`src/rtl/spp_pkg.sv`:
```
package spp_pkg;
  localparam int NUM_ROWS = 4;
  typedef enum logic {OP_ADD = 1'b0, OP_SUB = 1'b1} op_e;
endpackage

```
`src/rtl/spp_rows_bit.sv`:
```
// Bit-level decomposition: core, sign corner, two negative-weight rows.
module spp_rows_bit #(
  parameter int P_W = 8,
  parameter int Q_W = 8,
  parameter int W   = P_W + Q_W + 1
) (
  input  logic [P_W-1:0]                      x_i,
  input  logic [Q_W-1:0]                      y_i,
  output logic [spp_pkg::NUM_ROWS-1:0][W-1:0] rows_o,
  output logic [spp_pkg::NUM_ROWS-1:0]        minus_o
);
  localparam int CW = P_W + Q_W - 2;

  logic          xs, ys;
  logic [P_W-2:0] xl;
  logic [Q_W-2:0] yl;
  logic [CW-1:0] core;

  assign xs = x_i[P_W-1];
  assign ys = y_i[Q_W-1];
  assign xl = x_i[P_W-2:0];
  assign yl = y_i[Q_W-2:0];
  assign core = CW'(xl) * CW'(yl);

  always_comb begin
    rows_o[0] = W'(core);
    rows_o[1] = W'(xs & ys) << (P_W + Q_W - 2);
    rows_o[2] = xs ? (W'(yl) << (P_W - 1)) : '0;
    rows_o[3] = ys ? (W'(xl) << (Q_W - 1)) : '0;
  end

  assign minus_o = 4'b1100;
endmodule

```
`src/rtl/spp_rows_split.sv`:
```
// Signed-high / unsigned-low decomposition into four sub-products.
module spp_rows_split #(
  parameter int P_W  = 8,
  parameter int Q_W  = 8,
  parameter int XH_W = 5,
  parameter int YH_W = 5,
  parameter int W    = P_W + Q_W + 1
) (
  input  logic [P_W-1:0]                      x_i,
  input  logic [Q_W-1:0]                      y_i,
  output logic [spp_pkg::NUM_ROWS-1:0][W-1:0] rows_o,
  output logic [spp_pkg::NUM_ROWS-1:0]        minus_o
);
  localparam int XL_W = P_W - XH_W;
  localparam int YL_W = Q_W - YH_W;

  logic [W-1:0] xh_e, xl_e, yh_e, yl_e;

  assign xh_e = {{(W-XH_W){x_i[P_W-1]}}, x_i[P_W-1 -: XH_W]};
  assign yh_e = {{(W-YH_W){y_i[Q_W-1]}}, y_i[Q_W-1 -: YH_W]};
  assign xl_e = {{(W-XL_W){1'b0}}, x_i[XL_W-1:0]};
  assign yl_e = {{(W-YL_W){1'b0}}, y_i[YL_W-1:0]};

  // modulo 2^W products of extended operands equal the signed products
  always_comb begin
    rows_o[0] = (xh_e * yh_e) << (XL_W + YL_W);
    rows_o[1] = (xh_e * yl_e) << XL_W;
    rows_o[2] = (xl_e * yh_e) << YL_W;
    rows_o[3] = xl_e * yl_e;
  end

  assign minus_o = '0;
endmodule

```
`src/rtl/spp_acc.sv`:
```
// Row summation: negated rows enter complemented, one LSB correction each.
module spp_acc #(
  parameter int W = 17,
  parameter int N = 4
) (
  input  logic [N-1:0][W-1:0] rows_i,
  input  logic [N-1:0]        neg_i,
  input  logic [W-1:0]        z_i,
  output logic [W-1:0]        sum_o
);
  logic [N-1:0][W-1:0] flip;

  for (genvar g = 0; g < N; g++) begin : g_flip
    assign flip[g] = rows_i[g] ^ {W{neg_i[g]}};
  end

  always_comb begin
    logic [W-1:0] acc;
    int           cnt;
    acc = z_i;
    cnt = 0;
    for (int i = 0; i < N; i++) begin
      acc = acc + flip[i];
      cnt = cnt + int'(neg_i[i]);
    end
    sum_o = acc + W'(cnt);
  end
endmodule

```
`src/rtl/spp_macc.sv`:
```
module spp_macc #(
  parameter int P_W   = 8,
  parameter int Q_W   = 8,
  parameter bit SPLIT = 1'b0,
  parameter int XH_W  = 5,
  parameter int YH_W  = 5
) (
  input  logic                 clk_i,
  input  logic                 rst_ni,
  input  logic [P_W-1:0]       x_i,
  input  logic [Q_W-1:0]       y_i,
  input  logic [P_W+Q_W-1:0]   z_i,
  input  logic                 sub_i,
  output logic [P_W+Q_W:0]     res_o
);
  import spp_pkg::*;

  localparam int Z_W = P_W + Q_W;
  localparam int W   = Z_W + 1;

  logic [NUM_ROWS-1:0][W-1:0] rows;
  logic [NUM_ROWS-1:0]        minus;
  logic [NUM_ROWS-1:0]        neg;
  logic [W-1:0]               z_ext;
  logic [W-1:0]               sum;
  op_e                        op;

  if (SPLIT) begin : g_split
    spp_rows_split #(.P_W(P_W), .Q_W(Q_W), .XH_W(XH_W), .YH_W(YH_W), .W(W)) u_rows (
      .x_i(x_i), .y_i(y_i), .rows_o(rows), .minus_o(minus)
    );
  end else begin : g_bit
    spp_rows_bit #(.P_W(P_W), .Q_W(Q_W), .W(W)) u_rows (
      .x_i(x_i), .y_i(y_i), .rows_o(rows), .minus_o(minus)
    );
  end

  assign op    = op_e'(sub_i);
  assign neg   = minus ^ {NUM_ROWS{op == OP_SUB}};
  assign z_ext = {z_i[Z_W-1], z_i};

  spp_acc #(.W(W), .N(NUM_ROWS)) u_acc (
    .rows_i(rows), .neg_i(neg), .z_i(z_ext), .sum_o(sum)
  );

  always_ff @(posedge clk_i or negedge rst_ni) begin
    if (!rst_ni) res_o <= '0;
    else         res_o <= sum;
  end
endmodule

```
`config.mk`:
```
export PLATFORM = sky130hd
export DESIGN_NAME = spp_macc
export DESIGN_NICKNAME = d
export VERILOG_FILES = /design/src/rtl/spp_pkg.sv /design/src/rtl/spp_rows_bit.sv /design/src/rtl/spp_rows_split.sv /design/src/rtl/spp_acc.sv /design/src/rtl/spp_macc.sv
export SDC_FILE = /design/constraint.sdc
export NUM_CORES = 1
export LEC_CHECK = 0
export ABC_CLOCK_PERIOD_IN_PS = 800
export BUFFER_PORTS_ARGS = -buffer_cell sky130_fd_sc_hd__buf_2
export CORE_MARGIN = 1.5
export CORE_UTILIZATION = 50
export CTS_CLUSTER_DIAMETER = 60
export DETAILED_ROUTE_END_ITERATION = 10
export PLACE_DENSITY = 0.82
export REMOVE_ABC_BUFFERS = 1
export SLEW_MARGIN = 30
export SYNTH_ARGS = -nofsm -noshare
export SYNTH_HDL_FRONTEND = slang
export SYNTH_SLANG_ARGS = --single-unit
```
`constraint.sdc`:
```
create_clock -name clk_i -period 0.8 [get_ports clk_i]
set_input_delay 0.16 -clock clk_i [delete_from_list [all_inputs] [get_ports clk_i]]
set_output_delay 0.16 -clock clk_i [all_outputs]
set_load 0.02 [all_outputs]
```
== After elaboration in Yosys (flattened, before gate mapping) ==
Index checks and enable logic that the tools add are counted.

* Flip-flop bits (word level): 17
* Output and inout bits: 17
* Input bits: 35

* Mux-type cells: 2
* Bitwise gates (word level): 6
* Multipliers: 1
* Add/sub/neg operators: 8

{| class="wikitable"
|+ Operators with widths
! operator !! number
|-
| adder 17 bit || 5
|-
| bitwise XOR 14 x 17 -> 17 bit || 3
|-
| adder 17 x 2 -> 17 bit || 2
|-
| two-way mux 14 bit || 2
|-
| bitwise XOR 15 x 17 -> 17 bit || 1
|-
| multiplier 7 x 7 -> 14 bit || 1
|-
| adder 1 x 1 -> 2 bit || 1
|-
| NOT 2 bit || 1
|-
| bitwise AND 1 bit || 1
|}

== Longest topological paths before layout ==
* Depth after elaboration: 7
* Depth in mapped cells: 26

== Modules after synthesis ==
Synthesis repeated with hierarchy kept, for this count alone.

* Cell total of the unflattened synthesis: 554
* Area total of the unflattened synthesis: 5,103.6 um2

{| class="wikitable"
|+ Modules (own cells, without submodules)
! module !! cells an instance !! instances !! sequential area each (um2) !! area an instance (um2)
|-
| spp_acc || 301 || 1 || 0.0 || 2,712.6
|-
| spp_rows_bit || 232 || 1 || 0.0 || 1,930.6
|-
| spp_macc || 21 || 1 || 425.4 || 460.4
|}

== Least setup slack after synthesis ==
No wires, ideal clock.

* Kind: input to register
* Start: input x_i[3]
* End: register res_o[13]
* Data arrival time: 5,961 ps
* Buffers on the path: 0
* Stages on the path: 23
* Path slack: -5,241 ps
* Cells stage by stage: and2_1 -> fa_1 -> inv_1 -> fa_1 -> inv_1 -> fa_1 -> inv_1 -> fa_1 -> inv_1 -> ha_1 -> a41oi_2 -> nand2_1 -> a21boi_0 -> xnor2_1 -> mux2i_1 -> fa_1 -> fa_1 -> inv_1 -> ha_1 -> nor2b_1 -> a41o_1 -> o41ai_2 -> xnor2_1

* Longest elaborated chain between the ends: 7

{| class="wikitable"
|+ RTL lines
! element !! RTL line !! text
|-
| start: declaration || spp_macc.sv:10 || <nowiki>input logic [P_W-1:0] x_i,</nowiki>
|-
| multiplier 7 x 7 -> 14 bit || spp_rows_bit.sv:23 || <nowiki>assign core = CW'(xl) * CW'(yl);</nowiki>
|-
| bitwise XOR 14 x 17 -> 17 bit || spp_acc.sv:14 || <nowiki>assign flip[g] = rows_i[g] ^ {W{neg_i[g]}};</nowiki>
|-
| adder 17 bit (3 in series) || spp_acc.sv:23 || <nowiki>acc = acc + flip[i];</nowiki>
|-
| adder 17 bit * || spp_acc.sv:23 ||
|-
| adder 17 bit * || spp_acc.sv:26 || <nowiki>sum_o = acc + W'(cnt);</nowiki>
|-
| net sum[13] || spp_macc.sv:25 || <nowiki>logic [W-1:0] sum;</nowiki>
|-
| end signal: assignment || spp_macc.sv:48 || <nowiki>else res_o <= sum;</nowiki>
|-
| end: declaration || spp_macc.sv:14 || <nowiki>output logic [P_W+Q_W:0] res_o</nowiki>
|}

The timed path passes the listed nets; every way through them passes the cells marked *.

== Final worst setup path ==
* Start: input x_i[3]
* End: register res_o[12]

The elaborated chain is that of the path after synthesis.

==> out/qor.txt <==
status: finished, violations left
failing checks: negative setup slack
Avg Inst Size Synth: 8.99 µm²
dominant cell type by area after synthesis: ha_1
vias per cell: 6.38
number of flops mapped to enable cells by yosys: 0
GRT Max-Usage Layer: met2
vias in the first global route: 4569
total CTS buffers: 3
met2 usage: 0.653
wire length of the first global-routing pass: 23700 µm
fin crit period: 6260 ps
pin count of the biggest net entering global routing: 31
CTS sink cnt: 17
top-count cell post-synth: ha_1
Hold Fails Final Rpt: 0
IO Pins: 52
non-filler cells, final: 700
Post-Synthesis Cells: 442
Peak Freq: 160 MHz
clk root buf: clkbuf_8
Rel. slew slack: 0.576
post-route ant nets: 0
RSZ-0062 raised after global routing: yes
Worst EP required: 930 ps
H-tree levels: 1
Setup TNS: -69850 ps
DR WL/cell: 26.5 µm
area delta synth->final: 61.4%
Max clock buf depth: 2
Unique masters post-synth: 46
slowest stage delay, CP: 520 ps
HPWL Detailed: 7780 µm
Port Buffers: 51
Slew Viols, Final: 0
Via Count: 4467
post-synth top area share: 0.227
grt ovf: 0
delay-heaviest family, CP: adder cells
final worst slack: -5460 ps
routability cong.: 0.851
Hold Path Class: input pin to flop
Slew @ Worst Pin: 631 ps
Total Routing Usage GR: 0.367
Slowest-stage cell, CP: fa_2
crit path DAT: 6390 ps
placed cell area: 5000 µm²
design area: 6420 µm²
Remaining DRCs: 0
# fillers: 307
max reg flops: 17
share of layout cells above drive strength 1: 0.487
max-cap violations: 0
clk slew on worst S/H paths: 70 ps
Largest Register: res_o
Post-Place Setup Slack: -5550 ps
synthesized area: 3980 µm²
ys flop type: dfrtp_1
Placement Rows: 32
ANT cells: 0
dpl cells: 676
Max Fanout on Critical Path: 7
M1 GR Usage: 0.382
DRT iter0 DRCs: 541
die area: 8490 µm²
TritonRoute pass-1 iters: 5
Die X: 92.2 µm
DIE HEIGHT: 92.2 µm
Critical Path Start Type: input pin
top cells by count, synth: ha_1 (72), inv_1 (67), nand2_1 (45)
CTS tree: done
critical path class: input pin to flop
CP bufs+invs: 8
initial core utilization: 0.514
ys async rst share: 1.00
cell mode on critical path: buf_6
top post-synthesis cells by area: ha_1 (23%), fa_1 (20%), dfrtp_1 (11%), xnor2_1 (6.8%), inv_1 (6.3%)
CP endpoint kind: flop
nets: 746
period utilization: 7.82
core area: 7730 µm²
Seq/Total Area, Yosys: 0.107
initial antenna violation count: 0
Top Registers: res_o: 17 flops
final number of setup-violating endpoints: 34
Synth warnings: 0
GRT met3 Usage: 0.104
Yosys reg bits: 17
Routed Wire Length: 18600 µm
kinds of logic (layout without fill, tap and decap cells):
family,after synthesis,count (layout),share of synthesized area
xor+xnor,53,53,0.120
compound gates,59,59,0.0998
simple gates,114,114,0.140
flops,17,17,0.107
mux,13,13,0.0346
buf+inv,74,230,0.0699
fa+ha+maj,112,112,0.428
path summary, 6_finish.rpt:
check,from,end,slack (ps),depth (start not counted)
setup / recovery,x_i[3],res_o[12]$_DFF_PN0_,-5460,26
hold / removal,z_i[0],res_o[0]$_DFF_PN0_,300,3
max in group asynchronous,rst_ni,res_o[8]$_DFF_PN0_,170,2
min in group asynchronous,rst_ni,res_o[7]$_DFF_PN0_,350,2
area by class of cell:
| type | instances | area, µm² | share of cell area |
|---|---|---|---|
| multi-input cells | 351 | 4200 | 0.654 |
| inverters | 67 | 254 | 0.0396 |
| well taps | 102 | 128 | 0.0199 |
| repair buffers | 159 | 1370 | 0.213 |
| flip-flops and latches | 17 | 425 | 0.0663 |
| clock buffers | 4 | 45.0 | 0.00702 |
per-stage QoR:
step                hold WS, ps  utilization
finish                      300        0.830
global route                297        0.830
CTS                         296        0.789
detailed placement         95.6        0.648
global placement           88.2        0.648
floorplan                  -136            -
layout by cell type, fill, tap and decap left out, types with 2 or more instances in the layout:
cell type and count:
a21o_1 8, a21oi_1 11, a21oi_2 10, a31oi_4 2, and2_1 18, and2_4 13
buf_2 26, buf_4 73, buf_6 56, buf_8 2, clkbuf_8 3, dfrtp_1 17
fa_1 36, fa_2 4, ha_1 38, ha_4 34, inv_1 53, inv_2 13
mux2_2 5, mux2i_1 6, nand2_1 40, nand2_2 3, nand2_4 2, nand2b_1 3
nand3_1 4, nand4_1 2, nor2_1 11, nor2_2 4, nor2b_1 2, nor3_1 2
o21ai_0 6, o21ai_1 3, xnor2_1 16, xnor2_2 9, xnor2_4 6, xor2_1 15
xor2_2 4, xor2_4 2
layer usage:
| metal | vias to the layer above | wire length [µm] |
|---|---|---|
| met5 | - | 0 |
| met4 | 0 | 1890 |
| met3 | 186 | 2180 |
| met2 | 402 | 8360 |
| met1 | 2121 | 6120 |
| li1 | 1758 | - |
timing repair:
item,CTS,global route
hold endpoints to repair,17,0
endpoints found under the setup margin,34,34
pin swaps,94,42
hold buffers,1,0
gates resized for setup,179,51
setup buffers,12,9
Power is not shown: default switching activity piles up to over one toggle a cycle in this logic, so the estimate is an artifact.
